**src/rtl/ct_pkg.sv**
```systemverilog
package ct_pkg;
  // Ceiling source selected by the mode input
  typedef enum logic [2:0] {
    CEIL_FULL = 3'd0,
    CEIL_B8   = 3'd1,
    CEIL_B9   = 3'd2,
    CEIL_B10  = 3'd3,
    CEIL_CHA  = 3'd4,
    CEIL_CAP  = 3'd5
  } ceil_src_e;

  localparam int unsigned NUM_CH = 3;
  localparam int unsigned CH_A   = 0;
endpackage

```
**src/rtl/ct_ceiling_sel.sv**
```systemverilog
module ct_ceiling_sel
  import ct_pkg::*;
#(
  parameter int unsigned CW = 16
) (
  input  logic [2:0]    mode,
  input  logic [CW-1:0] cha_active,
  input  logic [CW-1:0] cap_val,
  output logic [CW-1:0] ceil_val,
  output logic          cha_is_ceil
);
  // Value with the lowest n bits set, clipped to the counter width
  function automatic logic [CW-1:0] low_ones(input int unsigned n);
    logic [CW-1:0] v;
    v = '0;
    for (int unsigned i = 0; i < CW; i++) begin
      if (i < n) v[i] = 1'b1;
    end
    return v;
  endfunction

  localparam logic [CW-1:0] CEIL8  = low_ones(8);
  localparam logic [CW-1:0] CEIL9  = low_ones(9);
  localparam logic [CW-1:0] CEIL10 = low_ones(10);
  localparam logic [CW-1:0] CEILF  = low_ones(CW);

  ceil_src_e src;
  assign src = ceil_src_e'(mode);

  always_comb begin
    case (src)
      CEIL_FULL: ceil_val = CEILF;
      CEIL_B8:   ceil_val = CEIL8;
      CEIL_B9:   ceil_val = CEIL9;
      CEIL_B10:  ceil_val = CEIL10;
      CEIL_CHA:  ceil_val = cha_active;
      CEIL_CAP:  ceil_val = cap_val;
      default:   ceil_val = CEILF;
    endcase
  end

  assign cha_is_ceil = (src == CEIL_CHA);
endmodule

```
**src/rtl/ct_counter.sv**
```systemverilog
module ct_counter #(
  parameter int unsigned CW = 16
) (
  input  logic          clk,
  input  logic          rst_n,
  input  logic          en,
  input  logic [CW-1:0] ceil_val,
  output logic [CW-1:0] count,
  output logic          wrap,
  output logic          top_pulse,
  output logic          ovf_pulse
);
  logic [CW-1:0] cnt_q;
  logic          top_q, ovf_q;
  logic          at_ceil, at_max;

  function automatic logic [CW-1:0] next_count(input logic [CW-1:0] c,
                                               input logic          w);
    return w ? '0 : c + 1'b1;
  endfunction

  assign at_ceil = (cnt_q == ceil_val);
  assign at_max  = &cnt_q;
  assign wrap    = en & (at_ceil | at_max);

  always_ff @(posedge clk or negedge rst_n) begin
    if (!rst_n) begin
      cnt_q <= '0;
      top_q <= 1'b0;
      ovf_q <= 1'b0;
    end else begin
      if (en) cnt_q <= next_count(cnt_q, wrap);
      top_q <= en & at_ceil;
      ovf_q <= en & at_max;
    end
  end

  assign count     = cnt_q;
  assign top_pulse = top_q;
  assign ovf_pulse = ovf_q;

  // count frozen while disabled
  p_hold_r1: assert property (@(posedge clk) disable iff (!rst_n)
    !en |=> $stable(cnt_q));
  // ceiling reached with enable returns to bottom
  p_wrap_r2: assert property (@(posedge clk) disable iff (!rst_n)
    (en && cnt_q == ceil_val) |=> (cnt_q == '0));
  // pulses only coincide with bottom
  p_top_bottom_r3: assert property (@(posedge clk) disable iff (!rst_n)
    top_q |-> (cnt_q == '0));
  p_ovf_bottom_r3: assert property (@(posedge clk) disable iff (!rst_n)
    ovf_q |-> (cnt_q == '0));
  // pulse lasts one cycle unless the ceiling is zero
  p_top_single_r3: assert property (@(posedge clk) disable iff (!rst_n)
    (top_q && ceil_val != '0) |=> !top_q);
endmodule

```
**src/rtl/ct_cmp_chan.sv**
```systemverilog
module ct_cmp_chan #(
  parameter int unsigned CW = 16
) (
  input  logic          clk,
  input  logic          rst_n,
  input  logic          en,
  input  logic          wr,
  input  logic [CW-1:0] wdata,
  input  logic          wrap,
  input  logic [CW-1:0] count,
  input  logic          pwm,
  input  logic          suppress,
  input  logic          clr,
  output logic [CW-1:0] active,
  output logic          flag,
  output logic          wave
);
  logic [CW-1:0] buf_q, act_q;
  logic          flag_q, tog_q;
  logic          match;

  function automatic logic pwm_level(input logic [CW-1:0] c,
                                     input logic [CW-1:0] cmp);
    return c < cmp;
  endfunction

  assign match = en & (count == act_q);

  always_ff @(posedge clk or negedge rst_n) begin
    if (!rst_n) begin
      buf_q  <= '0;
      act_q  <= '0;
      flag_q <= 1'b0;
      tog_q  <= 1'b0;
    end else begin
      if (wr)    buf_q <= wdata;
      if (wrap)  act_q <= buf_q;
      flag_q <= match | (flag_q & ~clr);
      if (match) tog_q <= ~tog_q;
    end
  end

  assign active = act_q;
  assign flag   = flag_q;
  assign wave   = pwm ? (~suppress & pwm_level(count, act_q)) : tog_q;

  // active value moves only at a wrap
  p_active_hold_r4: assert property (@(posedge clk) disable iff (!rst_n)
    !wrap |=> $stable(act_q));
  // flag is sticky without a clear
  p_sticky_r5: assert property (@(posedge clk) disable iff (!rst_n)
    (flag_q && !clr) |=> flag_q);
  // clear without a match empties the flag
  p_clear_r6: assert property (@(posedge clk) disable iff (!rst_n)
    (clr && !match) |=> !flag_q);
  // toggle waveform changes only after a match
  p_toggle_r7: assert property (@(posedge clk) disable iff (!rst_n)
    !match |=> $stable(tog_q));
endmodule

```
**src/rtl/cmp_timer16.sv**
```systemverilog
module cmp_timer16
  import ct_pkg::*;
#(
  parameter int unsigned CW  = 16,
  parameter int unsigned NCH = NUM_CH
) (
  input  logic           clk,
  input  logic           rst_n,
  input  logic           en,
  input  logic [2:0]     mode,
  input  logic           pwm_en,
  input  logic [NCH-1:0] cmp_wr,
  input  logic [CW-1:0]  cmp_wdata,
  input  logic [CW-1:0]  cap_val,
  input  logic [NCH-1:0] flag_clr,
  output logic [CW-1:0]  count,
  output logic [NCH-1:0] cmp_flag,
  output logic           top_flag,
  output logic           ovf_flag,
  output logic [NCH-1:0] wave
);
  logic [CW-1:0] ceil_val;
  logic          cha_is_ceil;
  logic          wrap;
  logic [CW-1:0] active [NCH];

  ct_ceiling_sel #(.CW(CW)) u_sel (
    .mode        (mode),
    .cha_active  (active[CH_A]),
    .cap_val     (cap_val),
    .ceil_val    (ceil_val),
    .cha_is_ceil (cha_is_ceil)
  );

  ct_counter #(.CW(CW)) u_cnt (
    .clk       (clk),
    .rst_n     (rst_n),
    .en        (en),
    .ceil_val  (ceil_val),
    .count     (count),
    .wrap      (wrap),
    .top_pulse (top_flag),
    .ovf_pulse (ovf_flag)
  );

  for (genvar i = 0; i < NCH; i++) begin : g_ch
    logic sup;
    if (i == CH_A) begin : g_a
      assign sup = cha_is_ceil & pwm_en;
    end else begin : g_other
      assign sup = 1'b0;
    end

    ct_cmp_chan #(.CW(CW)) u_ch (
      .clk      (clk),
      .rst_n    (rst_n),
      .en       (en),
      .wr       (cmp_wr[i]),
      .wdata    (cmp_wdata),
      .wrap     (wrap),
      .count    (count),
      .pwm      (pwm_en),
      .suppress (sup),
      .clr      (flag_clr[i]),
      .active   (active[i]),
      .flag     (cmp_flag[i]),
      .wave     (wave[i])
    );
  end

  // channel A silent in PWM while it is the ceiling
  p_cha_silent_r9: assert property (@(posedge clk) disable iff (!rst_n)
    (pwm_en && cha_is_ceil) |-> !wave[CH_A]);
endmodule

```
**config.mk**
```make
export PLATFORM = sky130hd
export DESIGN_NAME = cmp_timer16
export DESIGN_NICKNAME = d
export VERILOG_FILES = /design/src/rtl/ct_pkg.sv /design/src/rtl/ct_ceiling_sel.sv /design/src/rtl/ct_counter.sv /design/src/rtl/ct_cmp_chan.sv /design/src/rtl/cmp_timer16.sv
export SDC_FILE = /design/constraint.sdc
export NUM_CORES = 1
export LEC_CHECK = 0
export CORE_AREA = 2 2 143 145
export CTS_CLUSTER_DIAMETER = 50
export DETAILED_ROUTE_END_ITERATION = 12
export DIE_AREA = 0 0 145 147
export DONT_BUFFER_PORTS = 1
export PLACE_DENSITY = 0.55
export SYNTH_ARGS = -nofsm -noshare
export SYNTH_HDL_FRONTEND = slang
export SYNTH_HIERARCHICAL = 1
export SYNTH_SLANG_ARGS = --single-unit
```
**constraint.sdc**
```tcl
create_clock -name clk -period 5.74 [get_ports clk]
set_input_delay 0.861 -clock clk [delete_from_list [all_inputs] [get_ports clk]]
set_output_delay 0.861 -clock clk [all_outputs]
set_load 0.02 [all_outputs]
```
==> metrics.md <==
| Metric | Value |
|---|---|
| Die Width | 145 µm |
| Count of buffers from port buffering | 0 |
| N_diodes | 0 |
| Max FO, Critical Path | 9 |
| Top Ports | 69 |
| Initial core utilization | 32.2% |
| Post-CTS Setup Bufs | 0 |
| Wire per inst | 17.7 µm |
| DIE HEIGHT | 147 µm |
| Clock-pin slew on the worst setup and hold paths | 60 ps |
| Crit path time final | 3900 ps |
| Worst Path Required | 4880 ps |
| M2 GR Usage | 25.8% |
| Syn_area_per_cell | 10.7 µm² |
| Fmax | 256 MHz |
| DR vias | 4,314 |
| Vias in the first global route | 4,557 |
| Core region area | 19,800 µm² |
| DRC Markers | 0 |
| Crit path cell chain | ha_1, a21oi_1, o21ai_0, a211o_1, o32ai_1 |
| CTS tree | done |
| Bufs and invs on worst path | 0 |
| TritonCTS buffer count | 17 |
| Dpl hpwl | 11,800 µm |
| Design Area, Final | 7260 µm² |
| Area post-placement | 6610 µm² |
| Startpoint Class | flip-flop |
| First-pass GRT wire length | 25,000 µm |
| CP max stage delay | 970 ps |
| Area grow syn2layout | 13.6% |
| Worst-Skew Late Latency | 420 ps |
| Synth area leaders | dfrtp_1, ha_1, mux2_2, o21ai_0, nand2_1 |
| Worst Tran Pin Value | 1160 ps |
| Worst slew margin | 22.6% |
| Path type of the worst setup path | reg -> out |
| Final setup TNS | 0 ps |
| Seq/Total Area, Yosys | 47.0% |
| Met1 Track Usage GR | 17.9% |
| Pin count of the biggest net entering global routing | 121 |
| Final Hold Viols | 0 |
| Met3 usage | 5.43% |
| Max Cap Viol | 0 |
| Post-synth EDFFs | 0 |
| DR vias/cell | 4.90 |
| Max Slew Vio Count | 0 |
| PwrDens | 328 nW/µm² |
| CTS HTree Levels | 4 |
| Overall Global Routing Usage | 15.3% |
| Synthesized area | 6390 µm² |
| FF+latch count, synth | 120 |
| CP max stage cell | o32ai_1 |
| Cell taking the most area after synthesis | dfrtp_1 |
| Hold Path Class | in -> async |
| Layout cells sized above 1 | 17.2% |
| Delay-heaviest family, CP | compound AO/OA/AOI/OAI gates |
| Final clock skew | 8.75 ps |
| Routability cong. | 0.795 |
| CTS Buffer Depth | 2 |
| NumNets Final | 693 |
| R2R Path Start | u_cnt/count[1] |
| Busiest grt layer | met2 |
| Static leakage | 3.48 nW |
| Count of final setup violators | 0 |
| Row count | 52 |
| Worst slack at placement | 1640 ps |
| RSZ-0062 raised after global routing | false |
| # hold bufs at CTS | 0 |
| Antenna Nets Post-Route | 0 |
| Initial antenna violation count | 0 |
| Period utilization | 68.0% |
| Share of the synthesized area in the top cell type | 47.0% |
| VDD IR max | 0.109 mV |
| Synth cell types | 49 |
| 1st-iter DRT viols | 211 |
| Clock root buffer | clkbuf_16 |
| Die area | 21,300 µm² |
| Cells after Synth | 597 |
| Critical Path End Type | output port |
| Primary FF master, synth | dfrtp_1 |
| Gr ovfl total | 0 |
| Fin util | 36.6% |
| Asr flop ratio synth | 100% |
| PnR worst setup slack | 1840 ps |
| Post-CTS resize count | 0 |
| Total wire length | 15,600 µm |
| First-pass DRT Iterations | 6 |
| Status | finished, final reports clean |
| Synth warnings | 6 |
| Clk sinks | 120 |
| Worst Path Arrival | 3040 ps |
| Crit path launch | u_cnt/count[7] |
-- cell families (layout without fill, tap and decap cells) --
family          Yosys count  after routing  share of synthesized area, %
simple gates            136            136                          10.8
mux                      68             68                          11.6
other cells               1              2                        0.0586
buf+inv                  81             94                          5.75
xor+xnor                 33             33                          4.52
compound gates          108            108                          10.4
fa+ha+maj                50             50                          9.78
flops                   120            120                          47.0
-- path summary, 6_finish.rpt --
path,to,slack (ps),cells past startpoint
setup / recovery,wave[1],1840,5
hold / removal,u_cnt/count[2],140,0
setup reg to reg,g_ch[2].u_ch/active[6],2180,8
hold reg to reg,g_ch[1].u_ch/tog_q,480,1
max in group asynchronous,g_ch[1].u_ch/buf_q[9],5360,0
min in group clk,g_ch[1].u_ch/tog_q,480,1
-- layout by cell type (no fill, tap or decap), types with 3 or more instances in the layout --
cell type,instances
dfrtp_1,120
o21ai_1,8
nor2_1,24
clkbuf_16,17
a21o_1,5
xnor2_1,16
nand3_1,5
mux2i_1,17
mux2_2,51
o211ai_1,7
nand2_1,61
a211o_1,3
nand4_1,14
clkinv_2,3
and3_1,3
nor3_1,6
o21ai_0,56
ha_1,50
inv_1,60
nor4_2,3
nor2b_1,5
bufinv_16,5
xor2_1,17
a21oi_1,16
-- synthesized netlist by cell type (4+ instances only) --
cell type,count
nor2b_1,5
o21ai_1,8
nand2_1,61
mux2_2,51
clkbuf_1,9
nand4_1,14
o21ai_0,56
dfrtp_1,120
nor2_1,24
xnor2_1,16
nor3_1,6
a21o_1,5
ha_1,50
o211ai_1,7
buf_2,6
xor2_1,17
inv_1,60
mux2i_1,17
nand3_1,5
buf_6,4
a21oi_1,16
-- stage by stage --
step	std cells	hold slack (ps)	total power [mW]
after CTS	881	124	2.41
after floorplan	598	446	1.17
after detailed placement	849	464	1.23
after global routing	881	119	2.48
final	881	144	2.38
after global placement	849	463	1.22
-- flip-flops by register name, summed over array words and instances (netlist names) --
signal	flops
u_cnt/top_pulse	1
u_cnt/ovf_pulse	1
g_ch.u_ch/flag	3
g_ch.u_ch/buf_q	48
u_cnt/count	16
g_ch.u_ch/active	48
g_ch.u_ch/tog_q	3
-- where the power goes --
group	internal (mW)	switching [mW]	total, mW
registers	0.897	0.117	1.01
clock network	0.791	0.378	1.17
logic	0.107	0.0899	0.197
total	1.80	0.585	2.38
-- routing by layer --
metal / share of wire [%] / vias up
met5: 0 / -
met4: 2.3 / 0
met3: 6.2 / 19
met2: 49 / 86
met1: 42 / 2155
li1: - / 2054
-- cell type report --
class / instances / area [µm²]
clock inverters: 12 / 198
fillers: 1952 / 12600
flip-flops and latches: 120 / 3000
clock buffers: 20 / 457
repair buffers: 2 / 15.0
inverters: 60 / 225
multi-input cells: 397 / 3030
well taps: 270 / 338
No activity file was read; power rests on OpenSTA's default activity.
